<file path="config.mk">
export PLATFORM = sky130hd
export DESIGN_NAME = fpsync_master
export DESIGN_NICKNAME = d
export VERILOG_FILES = /design/src/rtl/fpsync_pkg.sv /design/src/rtl/fpsync_fifo.sv /design/src/rtl/fpsync_divider.sv /design/src/rtl/fpsync_engine.sv /design/src/rtl/fpsync_master.sv
export SDC_FILE = /design/constraint.sdc
export NUM_CORES = 1
export LEC_CHECK = 0
export ABC_AREA = 1
export BUFFER_PORTS_ARGS = -buffer_cell sky130_fd_sc_hd__buf_2
export CORE_ASPECT_RATIO = 0.8
export CORE_MARGIN = 2
export CORE_UTILIZATION = 30
export CTS_CLUSTER_SIZE = 40
export DETAILED_ROUTE_END_ITERATION = 8
export SLEW_MARGIN = 20
export SYNTH_ARGS = -nofsm -noshare
export SYNTH_HDL_FRONTEND = slang
export SYNTH_SLANG_ARGS = --single-unit
</file>
<file path="constraint.sdc">
create_clock -name clk -period 3.16 [get_ports clk]
set_input_delay 0.158 -clock clk [delete_from_list [all_inputs] [get_ports clk]]
set_output_delay 0.158 -clock clk [all_outputs]
set_load 0.02 [all_outputs]
</file>
<file path="src/rtl/fpsync_pkg.sv">
// Shared definitions for the frame-pulse synchronous serial master.
// Assumes: nothing beyond the constants below.
package fpsync_pkg;

    // Shortest supported word, in bits.
    localparam int MIN_BITS = 4;

    // Phase of the transfer engine.
    typedef enum logic [1:0] {
        ST_IDLE  = 2'd0,
        ST_PULSE = 2'd1,
        ST_DATA  = 2'd2
    } eng_state_e;

endpackage

</file>
<file path="src/rtl/fpsync_fifo.sv">
// Synchronous first-word-fall-through queue.
// What it does: stores up to DEPTH words. The head word is always visible on
// rd_data, and a push while full or a pop while empty is ignored.
// Assumes: DEPTH is a power of two, so the pointers wrap by themselves.
module fpsync_fifo #(
    parameter int WIDTH = 16,
    parameter int DEPTH = 8
) (
    input  logic             clk,
    input  logic             rst_n,
    input  logic             wr_en,
    input  logic [WIDTH-1:0] wr_data,
    input  logic             rd_en,
    output logic [WIDTH-1:0] rd_data,
    output logic             full,
    output logic             empty
);
    localparam int AW = (DEPTH > 1) ? $clog2(DEPTH) : 1;
    localparam int CW = AW + 1;

    logic [WIDTH-1:0] store [DEPTH];
    logic [AW-1:0]    wptr;
    logic [AW-1:0]    rptr;
    logic [CW-1:0]    fill;
    logic             do_push;
    logic             do_pop;

    // Decide which requests are taken this cycle.
    always_comb begin
        do_push = wr_en && !full;
        do_pop  = rd_en && !empty;
    end

    assign full    = (fill == CW'(DEPTH));
    assign empty   = (fill == '0);
    assign rd_data = store[rptr];

    // Write the storage array; it holds no reset value.
    always_ff @(posedge clk) begin
        if (do_push) begin
            store[wptr] <= wr_data;
        end
    end

    // Advance the pointers and the fill level.
    always_ff @(posedge clk) begin
        if (!rst_n) begin
            wptr <= '0;
            rptr <= '0;
            fill <= '0;
        end else begin
            if (do_push) begin
                wptr <= wptr + 1'b1;
            end
            if (do_pop) begin
                rptr <= rptr + 1'b1;
            end
            case ({do_push, do_pop})
                2'b10:   fill <= fill + 1'b1;
                2'b01:   fill <= fill - 1'b1;
                default: fill <= fill;
            endcase
        end
    end

endmodule

</file>
<file path="src/rtl/fpsync_divider.sv">
// Half-period timer for the serial clock.
// What it does: while run is high, it raises tick once every (half_m1 + 1)
// system clocks, counting from the cycle in which run first goes high.
// Assumes: half_m1 is held constant while run is high.
module fpsync_divider #(
    parameter int HALF_W = 8
) (
    input  logic              clk,
    input  logic              rst_n,
    input  logic              run,
    input  logic [HALF_W-1:0] half_m1,
    output logic              tick
);
    logic [HALF_W-1:0] count;

    assign tick = run && (count == half_m1);

    // Count system clocks within the current half period.
    always_ff @(posedge clk) begin
        if (!rst_n) begin
            count <= '0;
        end else if (!run || tick) begin
            count <= '0;
        end else begin
            count <= count + 1'b1;
        end
    end

endmodule

</file>
<file path="src/rtl/fpsync_engine.sv">
// Frame engine for the frame-pulse synchronous serial format.
// What it does: takes words from the transmit queue and issues for each one a
// frame pulse period followed by the data bits, MSB first. It drives data on
// rising serial clock edges and samples on falling ones. When the queue still
// holds a word at the start of the last bit, the next frame pulse overlaps
// that last bit.
// Assumes: tick comes from a divider that is reloaded from half_m1 and gated
// by running.
module fpsync_engine
    import fpsync_pkg::*;
#(
    parameter int MAX_W  = 16,
    parameter int SZ_W   = 4,
    parameter int HALF_W = 8
) (
    input  logic              clk,
    input  logic              rst_n,
    input  logic              tick,
    input  logic              q_empty,
    input  logic [MAX_W-1:0]  q_head,
    output logic              q_pop,
    input  logic [SZ_W-1:0]   cfg_size,
    input  logic [HALF_W-1:0] cfg_half,
    input  logic              ser_rxd,
    output logic              ser_clk,
    output logic              ser_frm,
    output logic              ser_txd,
    output logic              drv_oe,
    output logic              running,
    output logic [HALF_W-1:0] half_m1,
    output logic              rx_push,
    output logic [MAX_W-1:0]  rx_word
);
    eng_state_e        state;
    logic [MAX_W-1:0]  tx_shift;
    logic [MAX_W-1:0]  rx_shift;
    logic [MAX_W-1:0]  next_word;
    logic              next_ready;
    logic [SZ_W-1:0]   bit_idx;
    logic [SZ_W-1:0]   size_q;
    logic [HALF_W-1:0] half_q;
    logic              rise_due;
    logic              fall_due;
    logic              chain_pop;
    logic              start_pop;

    // Force a size code into the supported range.
    function automatic logic [SZ_W-1:0] fit_size(input logic [SZ_W-1:0] s);
        if (int'(s) < MIN_BITS - 1) begin
            return SZ_W'(MIN_BITS - 1);
        end
        if (int'(s) > MAX_W - 1) begin
            return SZ_W'(MAX_W - 1);
        end
        return s;
    endfunction

    // Move the word's MSB to the top of the shifter; unused high bits drop out.
    function automatic logic [MAX_W-1:0] left_align(input logic [MAX_W-1:0] w,
                                                    input logic [SZ_W-1:0]  s);
        return w << (MAX_W - 1 - int'(s));
    endfunction

    // Turn a half-period request into a nonzero count.
    function automatic logic [HALF_W-1:0] fit_half(input logic [HALF_W-1:0] h);
        return (h == '0) ? HALF_W'(1) : h;
    endfunction

    // Find the edge events and the queue pops for this cycle.
    always_comb begin
        rise_due  = tick && !ser_clk;
        fall_due  = tick && ser_clk;
        start_pop = (state == ST_IDLE) && !q_empty;
        chain_pop = (state == ST_DATA) && rise_due && (bit_idx == SZ_W'(1)) && !q_empty;
        q_pop     = start_pop || chain_pop;
        rx_push   = (state == ST_DATA) && fall_due && (bit_idx == '0);
        rx_word   = {rx_shift[MAX_W-2:0], ser_rxd};
    end

    assign running = (state != ST_IDLE);
    assign half_m1 = half_q - 1'b1;

    // Sequence the frame pulse, the data bits and the serial clock.
    always_ff @(posedge clk) begin
        if (!rst_n) begin
            state      <= ST_IDLE;
            ser_clk    <= 1'b0;
            ser_frm    <= 1'b0;
            ser_txd    <= 1'b0;
            drv_oe     <= 1'b0;
            tx_shift   <= '0;
            rx_shift   <= '0;
            next_word  <= '0;
            next_ready <= 1'b0;
            bit_idx    <= '0;
            size_q     <= SZ_W'(MIN_BITS - 1);
            half_q     <= HALF_W'(1);
        end else begin
            case (state)
                ST_IDLE: begin
                    if (!q_empty) begin
                        size_q   <= fit_size(cfg_size);
                        half_q   <= fit_half(cfg_half);
                        tx_shift <= left_align(q_head, fit_size(cfg_size));
                        state    <= ST_PULSE;
                        ser_clk  <= 1'b1;
                        ser_frm  <= 1'b1;
                        ser_txd  <= 1'b0;
                        drv_oe   <= 1'b1;
                    end
                end
                ST_PULSE: begin
                    if (fall_due) begin
                        ser_clk <= 1'b0;
                    end else if (rise_due) begin
                        ser_clk  <= 1'b1;
                        ser_frm  <= 1'b0;
                        ser_txd  <= tx_shift[MAX_W-1];
                        tx_shift <= tx_shift << 1;
                        bit_idx  <= size_q;
                        rx_shift <= '0;
                        state    <= ST_DATA;
                    end
                end
                ST_DATA: begin
                    if (fall_due) begin
                        ser_clk  <= 1'b0;
                        rx_shift <= {rx_shift[MAX_W-2:0], ser_rxd};
                    end else if (rise_due) begin
                        if (bit_idx != '0) begin
                            ser_clk  <= 1'b1;
                            ser_txd  <= tx_shift[MAX_W-1];
                            tx_shift <= tx_shift << 1;
                            bit_idx  <= bit_idx - 1'b1;
                            if (chain_pop) begin
                                ser_frm    <= 1'b1;
                                next_word  <= left_align(q_head, size_q);
                                next_ready <= 1'b1;
                            end
                        end else if (next_ready) begin
                            ser_clk    <= 1'b1;
                            ser_frm    <= 1'b0;
                            ser_txd    <= next_word[MAX_W-1];
                            tx_shift   <= next_word << 1;
                            bit_idx    <= size_q;
                            rx_shift   <= '0;
                            next_ready <= 1'b0;
                        end else begin
                            ser_clk <= 1'b0;
                            ser_frm <= 1'b0;
                            ser_txd <= 1'b0;
                            drv_oe  <= 1'b0;
                            state   <= ST_IDLE;
                        end
                    end
                end
                default: begin
                    state <= ST_IDLE;
                end
            endcase
        end
    end

endmodule

</file>
<file path="src/rtl/fpsync_master.sv">
// Frame-pulse synchronous serial master, top level.
// What it does: it places a transmit queue and a receive queue around the
// frame engine and the serial clock divider, and reports busy while work is
// waiting or a frame is in progress.
// Assumes: QDEPTH is a power of two, and ser_rxd is synchronous to the serial
// clock this block generates.
module fpsync_master #(
    parameter int MAX_W  = 16,
    parameter int QDEPTH = 8,
    parameter int HALF_W = 8,
    localparam int SZ_W  = $clog2(MAX_W)
) (
    input  logic              clk,
    input  logic              rst_n,
    input  logic [SZ_W-1:0]   cfg_size,
    input  logic [HALF_W-1:0] cfg_half,
    input  logic              tx_wr,
    input  logic [MAX_W-1:0]  tx_data,
    output logic              tx_full,
    input  logic              rx_rd,
    output logic [MAX_W-1:0]  rx_data,
    output logic              rx_valid,
    output logic              busy,
    output logic              ser_clk,
    output logic              ser_frm,
    output logic              ser_txd,
    input  logic              ser_rxd,
    output logic              drv_oe
);
    logic              txq_empty;
    logic [MAX_W-1:0]  txq_head;
    logic              txq_pop;
    logic              rxq_empty;
    logic              rxq_full;
    logic              rx_push;
    logic [MAX_W-1:0]  rx_word;
    logic              tick;
    logic              running;
    logic [HALF_W-1:0] half_m1;

    // Transmit queue: parallel words waiting to be sent.
    fpsync_fifo #(.WIDTH(MAX_W), .DEPTH(QDEPTH)) i_txq (
        .clk     (clk),
        .rst_n   (rst_n),
        .wr_en   (tx_wr),
        .wr_data (tx_data),
        .rd_en   (txq_pop),
        .rd_data (txq_head),
        .full    (tx_full),
        .empty   (txq_empty)
    );

    // Receive queue: words captured from the serial input.
    fpsync_fifo #(.WIDTH(MAX_W), .DEPTH(QDEPTH)) i_rxq (
        .clk     (clk),
        .rst_n   (rst_n),
        .wr_en   (rx_push),
        .wr_data (rx_word),
        .rd_en   (rx_rd),
        .rd_data (rx_data),
        .full    (rxq_full),
        .empty   (rxq_empty)
    );

    // Serial clock half-period timer.
    fpsync_divider #(.HALF_W(HALF_W)) i_div (
        .clk     (clk),
        .rst_n   (rst_n),
        .run     (running),
        .half_m1 (half_m1),
        .tick    (tick)
    );

    // Frame sequencing and shifting.
    fpsync_engine #(.MAX_W(MAX_W), .SZ_W(SZ_W), .HALF_W(HALF_W)) i_eng (
        .clk      (clk),
        .rst_n    (rst_n),
        .tick     (tick),
        .q_empty  (txq_empty),
        .q_head   (txq_head),
        .q_pop    (txq_pop),
        .cfg_size (cfg_size),
        .cfg_half (cfg_half),
        .ser_rxd  (ser_rxd),
        .ser_clk  (ser_clk),
        .ser_frm  (ser_frm),
        .ser_txd  (ser_txd),
        .drv_oe   (drv_oe),
        .running  (running),
        .half_m1  (half_m1),
        .rx_push  (rx_push),
        .rx_word  (rx_word)
    );

    assign rx_valid = !rxq_empty;
    assign busy     = running || !txq_empty;

endmodule

</file>
# Word level (Yosys, flattened, before mapping)
# Memory sizes are Yosys's and may differ from the RTL's. A register that Yosys moved wholly into a read port is not among the register bits.
# Index checks and enable logic that the tools add are counted.
dict set report totals {
  in_bits 33
  ram_bits 256
  reg_bits 98
  wordCells 188
  output_inout_bits 23
  memories 2
}
dict set report op_classes {
  n_shift 2
  order_cmp 1
  bitwise 3
  mux 78
  add_sub_neg 13
  reduce_logical 46
  eq_ne 24
}
# name depth word_bits rd rd_ports_with_merged_regs wr line
set memory_table {}
lappend memory_table {i_rxq.store 8 16 1 1 1 fpsync_fifo.sv:21} ;# logic [WIDTH-1:0] store [DEPTH];
lappend memory_table {i_txq.store 8 16 1 1 1 fpsync_fifo.sv:21}
# op count
set op_table {}
lappend op_table {{$mux W16} 7}
lappend op_table {{$mux W15} 6}
lappend op_table {{$shl A16 B32 Y16} 2}
lappend op_table {{$pmux W16 S3} 1}
lappend op_table {{$mux W4} 11}
lappend op_table {{$mux W1} 32}
lappend op_table {{$pmux W15 S2} 1}
lappend op_table {{$pmux W4 S2} 3}
lappend op_table {{$reduce_and A6 Y1} 4}
lappend op_table {{$reduce_and A7 Y1} 3}
lappend op_table {{$mux W2} 7}
lappend op_table {{$logic_and A1 B1 Y1} 13}
lappend op_table {{$add A3 B1 Y3 const B} 4}
lappend op_table {{$logic_not A4 Y1} 3}
lappend op_table {{$mux W3} 4}
lappend op_table {{$sub A4 B1 Y4 const B} 3}
lappend op_table {{$ne A2 B2 Y1 const B} 5}
lappend op_table {{$reduce_bool A2 Y1} 5}
lappend op_table {{$sub A4 B4 Y5 const A} 2}
lappend op_table {{$ne A3 B1 Y1 const B} 3}
lappend op_table {{$ne A3 B2 Y1 const B} 3}
lappend op_table {{$pmux W1 S3} 3}
lappend op_table {{$add A4 B1 Y4 const B} 2}
lappend op_table {{$add A8 B1 Y8 const B} 1}
lappend op_table {{other kinds (22)} 39}

# Depth between registers and ports, before layout
dict set report depth {
  depth_word 13
  ltp_mapped 23
  mapped_depth_nobuf 23
}

# Cells and area by module
# A second synthesis with hierarchy kept.
dict set report hier_totals {
  cells_unflattened 1693
  area_unflattened_um2 16325.7
}
# mod cells_per_inst instances area_each_um2
set by_module_without_submodules {}
lappend by_module_without_submodules {{fpsync_fifo (i_rxq)} 457 1 5676.7}
lappend by_module_without_submodules {{fpsync_fifo (i_txq)} 456 1 5675.4}
lappend by_module_without_submodules {fpsync_engine 703 1 4450.5}
lappend by_module_without_submodules {fpsync_divider 74 1 511.7}
lappend by_module_without_submodules {fpsync_master 3 1 11.3}

# Worst setup path before layout
# No wires, ideal clock.
dict set report synth_path {
  path_type {reg2reg}
  startpoint {register i_eng.half_q[0]}
  endpoint {memory i_rxq.store[3][0] (enable)}
  slack_ns -0.173
  synth_period_minus_slack_ns 3.333
  stages_incl_launch_ff 15
  n_path_buf 0
  setup_time_ns 0.409
  t_required_ns 2.751
  arrival_ns 2.924
  path_cell_list {dfxtp_1 > inv_2 > ha_1 > xnor2_1 > nor2_1 > nand2_1 > nor2_1 > nand2_1 > nor2_2 > nand3_1 > inv_2 > nand3_1 > inv_1 > nand2_1 > nor3_1}
}
dict set report synth_via {
  elab_chain_cells 9
}
# element line
set synth_lines {}
lappend synth_lines {{from (decl)} fpsync_engine.sv:41} ;# logic [HALF_W-1:0] half_q;
lappend synth_lines {{from (signal assigned)} fpsync_engine.sv:103} ;# half_q <= fit_half(cfg_half);
lappend synth_lines {{$sub A8 B1 Y8} fpsync_engine.sv:81} ;# assign half_m1 = half_q - 1'b1;
lappend synth_lines {{$eq A8 B8 Y1} fpsync_divider.sv:16} ;# assign tick = run && (count == half_m1);
lappend synth_lines {{$logic_and A1 B1 Y1} fpsync_divider.sv:16}
lappend synth_lines {{$logic_and A1 B1 Y1} fpsync_engine.sv:72} ;# fall_due = tick && ser_clk;
lappend synth_lines {{$logic_and A1 B1 Y1 (2 in a row)} fpsync_engine.sv:76} ;# rx_push = (state == ST_DATA) && fall_due && (bit_idx == '0);
lappend synth_lines {{$logic_and A1 B1 Y1} fpsync_fifo.sv:30} ;# do_push = wr_en && !full;
lappend synth_lines {{$mux W1} fpsync_fifo.sv:40} ;# if (do_push) begin
lappend synth_lines {{$mux W1 (implied by the code)} fpsync_fifo.sv:41} ;# store[wptr] <= wr_data;
lappend synth_lines {{to (decl)} fpsync_fifo.sv:21}
# No other way between the ends.

# Final worst setup path
dict set report layout_path {
  startpoint {register i_eng.half_q[0]}
  endpoint {register i_txq.fill[2]}
}
dict set report layout_via {
  elab_chain_cells 11
}
# element line
set layout_lines {}
lappend layout_lines {{$sub A8 B1 Y8 (*)} fpsync_engine.sv:81}
lappend layout_lines {{$eq A8 B8 Y1 (*)} fpsync_divider.sv:16}
lappend layout_lines {{$logic_and A1 B1 Y1 (*)} fpsync_divider.sv:16}
lappend layout_lines {{$logic_and A1 B1 Y1 (*)} fpsync_engine.sv:71} ;# rise_due = tick && !ser_clk;
lappend layout_lines {{$logic_and A1 B1 Y1 (*) (3 in a row)} fpsync_engine.sv:74} ;# chain_pop = (state == ST_DATA) && rise_due && (bit_idx == SZ_W'(1)) && !q_empty;
lappend layout_lines {{$logic_or A1 B1 Y1 (*)} fpsync_engine.sv:75} ;# q_pop = start_pop || chain_pop;
lappend layout_lines {{$logic_and A1 B1 Y1 (*)} fpsync_fifo.sv:31} ;# do_pop = rd_en && !empty;
lappend layout_lines {{$eq A2 B1 Y1 / $eq A2 B2 Y1 (equally long branches)} fpsync_fifo.sv:58} ;# case ({do_push, do_pop})
lappend layout_lines {{$pmux W4 S2 / $reduce_bool A2 Y1 (equally long branches)} n/a}
lappend layout_lines {{to (signal assigned)} fpsync_fifo.sv:59} ;# 2'b10: fill <= fill + 1'b1;
lappend layout_lines {{to (signal assigned)} fpsync_fifo.sv:60} ;# 2'b01: fill <= fill - 1'b1;
lappend layout_lines {{to (signal assigned)} fpsync_fifo.sv:61} ;# default: fill <= fill;
lappend layout_lines {{to (decl)} fpsync_fifo.sv:24} ;# logic [CW-1:0] fill;
# Every way passes the cells marked *; elsewhere a longest branch is shown, timed or not.
# A chain may end at the register's enable or synchronous reset.

==> reports/qor.yml <==
outcome: "completed"
post-dp-hpwl_mm: 26.90
ys_seq_area_frac: 0.5918
seq_power_share: 0.365
critPathKind: "reg -> reg"
via_per_inst: 4.855
fp.coreArea_mm2: 0.05411
power_density_mw_per_mm2: 910.5
setup_slack_ns: 0.1966
dp.cells: 2560
drive_gt1_frac: 0.1179
power_mw: 17.74
combPwrFrac: 0.388
grt_max_degree: 51
ys_ff_latch: 360
syn_inst: 1837
numPortBuffers: 55
crit_required_ns: 3.61
max_freq_mhz: 337.5
hold_class: "in -> reg"
vias: 12930
initial_utilization: 0.3051
synthFlopType: "edfxtp_1"
worst_pin_slew_ns: 0.9270
cts_buffer_depth: 3
clkSlewWorstSetupHoldPaths_ns: 0.06
final_util: 0.3600
die_h_um: 213.8
syn_area_per_cell_um2: 8.986
clockPowerShare: 0.246
synth_fp_nets: 1890
synth_area_mm2: 0.01651
end_kind: "register"
fin_crit_sh: 0.9378
antenna_found_initial: 2
ys_warn_count: 0
track_usage: 0.1449
ant_nets: 0
drc: 0
grt_pass1_wl_mm: 65.77
finalSetupTns_ns: 0
layout.cells.non_filler: 2662
maxCapViolations: 0
num_io_pins: 56
layout.nets: 1982
stdcell_area_mm2: 0.01948
fp.dieW_um: 266.3
worst_slew_margin_rel: 0.3813
rsz0062_at_grt: "no"
htree_levels: 2
insertion_delay_ns: 0.57
cts_buffers: 40
std_cell_rows: 76
synth_edf_count: 256
slew_viol_final: 0
worst_ep_arrival_time_ns: 3.41
first_iter_violations: 1129
p_int_mw: 10.59
startpoint_type: "register"
wirelength_mm: 41.31
vdd_drop_max_uv: 422.2
yosys.cell_types.count: 40
critPathMaxFanout: 3
cts_tree: "built"
synthArstFlopShare: 0
finalSetupViolations: 0
min_period_ns: 2.963
overflow: 0
swShare: 0.4028
cts_root_buf: "clkbuf_16"
dr.pass1.iters: 5
grt_pass1_vias: 12190
hold_slack_ns: 0.08010
gp_congestion: 0.8845
synthToLayoutAreaGrowth_pct: 18.00
cts_sinks: 360
dpl_cell_area_mm2: 0.01784
post-place-ws_ns: -0.01655
power_switching_mw: 7.143
fin_worst_skew_ns: 0.01846
drt-wirelength-per-cell_um: 15.52
leakage_nw: 7.414
dieArea_mm2: 0.05693
finalHoldViolations: 0
routing by layer:
layer | track usage | vias to the layer above | wire length [µm] | part of all wire
met5 | 0 | - | 0 | 0
met3 | 0.02630 | 53 | 2666 | 0.065
met2 | 0.2236 | 338 | 18180 | 0.44
met1 | 0.2061 | 6118 | 19630 | 0.48
met4 | 0.04630 | 0 | 829 | 0.020
li1 | - | 6416 | - | -
path summary, 6_finish.rpt:
| kind | end | cells past startpoint | startpoint | slack, ns |
|---|---|---|---|---|
| worst max-delay path | i_txq.fill[2] | 20 | i_eng.half_q[0] | 0.20 |
| worst min-delay path | i_txq.wptr[0] | 4 | tx_wr | 0.08 |
| worst max register to register | i_txq.fill[2] | 20 | i_eng.half_q[0] | 0.20 |
| worst min register to register | i_eng.next_word[2] | 2 | i_eng.next_word[2] | 0.46 |
flip-flops by register name, summed over array words and instances (netlist names), 2 cells and up, named ones only:
name	cells
i_txq.store	128
i_eng.size_q	4
i_rxq.wptr	3
i_txq.fill	4
i_eng.bit_idx	4
i_rxq.rptr	3
i_eng.state	2
i_eng.next_word	16
i_txq.rptr	3
i_eng.tx_shift	16
i_eng.half_q	8
i_rxq.store	128
i_eng.rx_shift	15
i_txq.wptr	3
i_rxq.fill	4
i_div.count	8
cells in the mapped netlist (11+ instances only):
library cell  instances  area share
buf_2                16      0.0049
nor2_2               26      0.0099
dfxtp_1             104        0.13
clkbuf_1             58       0.013
ha_1                 19       0.014
o21ai_0             179       0.054
nand2_1             322       0.073
nor3_1               11      0.0033
buf_1                11      0.0025
a31oi_1              17      0.0064
nand3_1             187       0.057
o22ai_1              18      0.0068
inv_1                98       0.022
edfxtp_1            256        0.47
a21oi_1              56       0.017
nor2_1              371       0.084
nand4_1              13      0.0049
area by class of cell:
class	instances	area (µm²)
fill	5385	34630
sequential	360	9774
multi-input combinational	1279	6108
clock buffer	56	1092
timing repair buffer	140	1081
tap	702	878.3
inverter	108	405.4
clock inverter	16	136.4
antenna	1	2.502
power groups by stage:
stage          logic (mW)  clock network (mW)  registers (mW)
2_1_floorplan        5.08                   0            6.21
3_3_place_gp         6.60                   0            6.52
3_5_place_dp         6.70                   0            6.55
6_report             6.89                4.37            6.47
4_1_cts              6.76                4.48            6.46
5_1_grt              7.82                4.66            6.57
cells by family (layout without fill, tap and decap cells):
| family | count (synthesis) | in the layout | share of synthesized area |
|---|---|---|---|
| AND/OR/NAND/NOR | 955 | 955 | 0.2434 |
| flip-flops | 360 | 360 | 0.5918 |
| AO/OA/AOI/OAI | 291 | 291 | 0.09467 |
| buffers and inverters | 198 | 320 | 0.04760 |
| adder cells (fa/ha/maj) | 20 | 20 | 0.01561 |
| XOR/XNOR | 13 | 13 | 0.006898 |
| other | 0 | 1 | 0 |
critical path, stage by stage (launching register included):
cell and delay, ns:
dfxtp_2 0.34, inv_2 0.04, ha_1 0.29, xnor2_1 0.13, nor2_1 0.16, nand2_1 0.07
nor2_1 0.10, nand2_1 0.07, nor2_2 0.15, nand3_2 0.12, buf_4 0.16, nor2_4 0.11
nand3_4 0.10, nand2_4 0.09, ha_4 0.18, xor2_4 0.17, ha_2 0.18, a21oi_1 0.05
xor2_1 0.19, o21ai_1 0.12, inv_1 0.04
cells in the final DEF (no fill, tap or decap), types with 18 or more instances in the layout:
master	synthesis	routed
nand2_1	322	321
nand3_1	187	184
clkbuf_16	0	40
inv_1	98	98
nor2_2	26	26
buf_2	16	55
dlygate4sd3_1	0	27
edfxtp_1	256	256
nor2_1	371	370
o22ai_1	18	18
dfxtp_1	104	100
a21oi_1	56	56
o21ai_0	179	175
buf_4	4	50
repair_timing:
action                                  CTS  global route
gates resized for setup                   3            22
buffers inserted                          0             2
hold endpoints to repair                147             0
pin swaps                                 0             8
hold buffers                             27             0
endpoints found under the setup margin    3             4
Note: power is estimated with default switching activity, not from simulation.
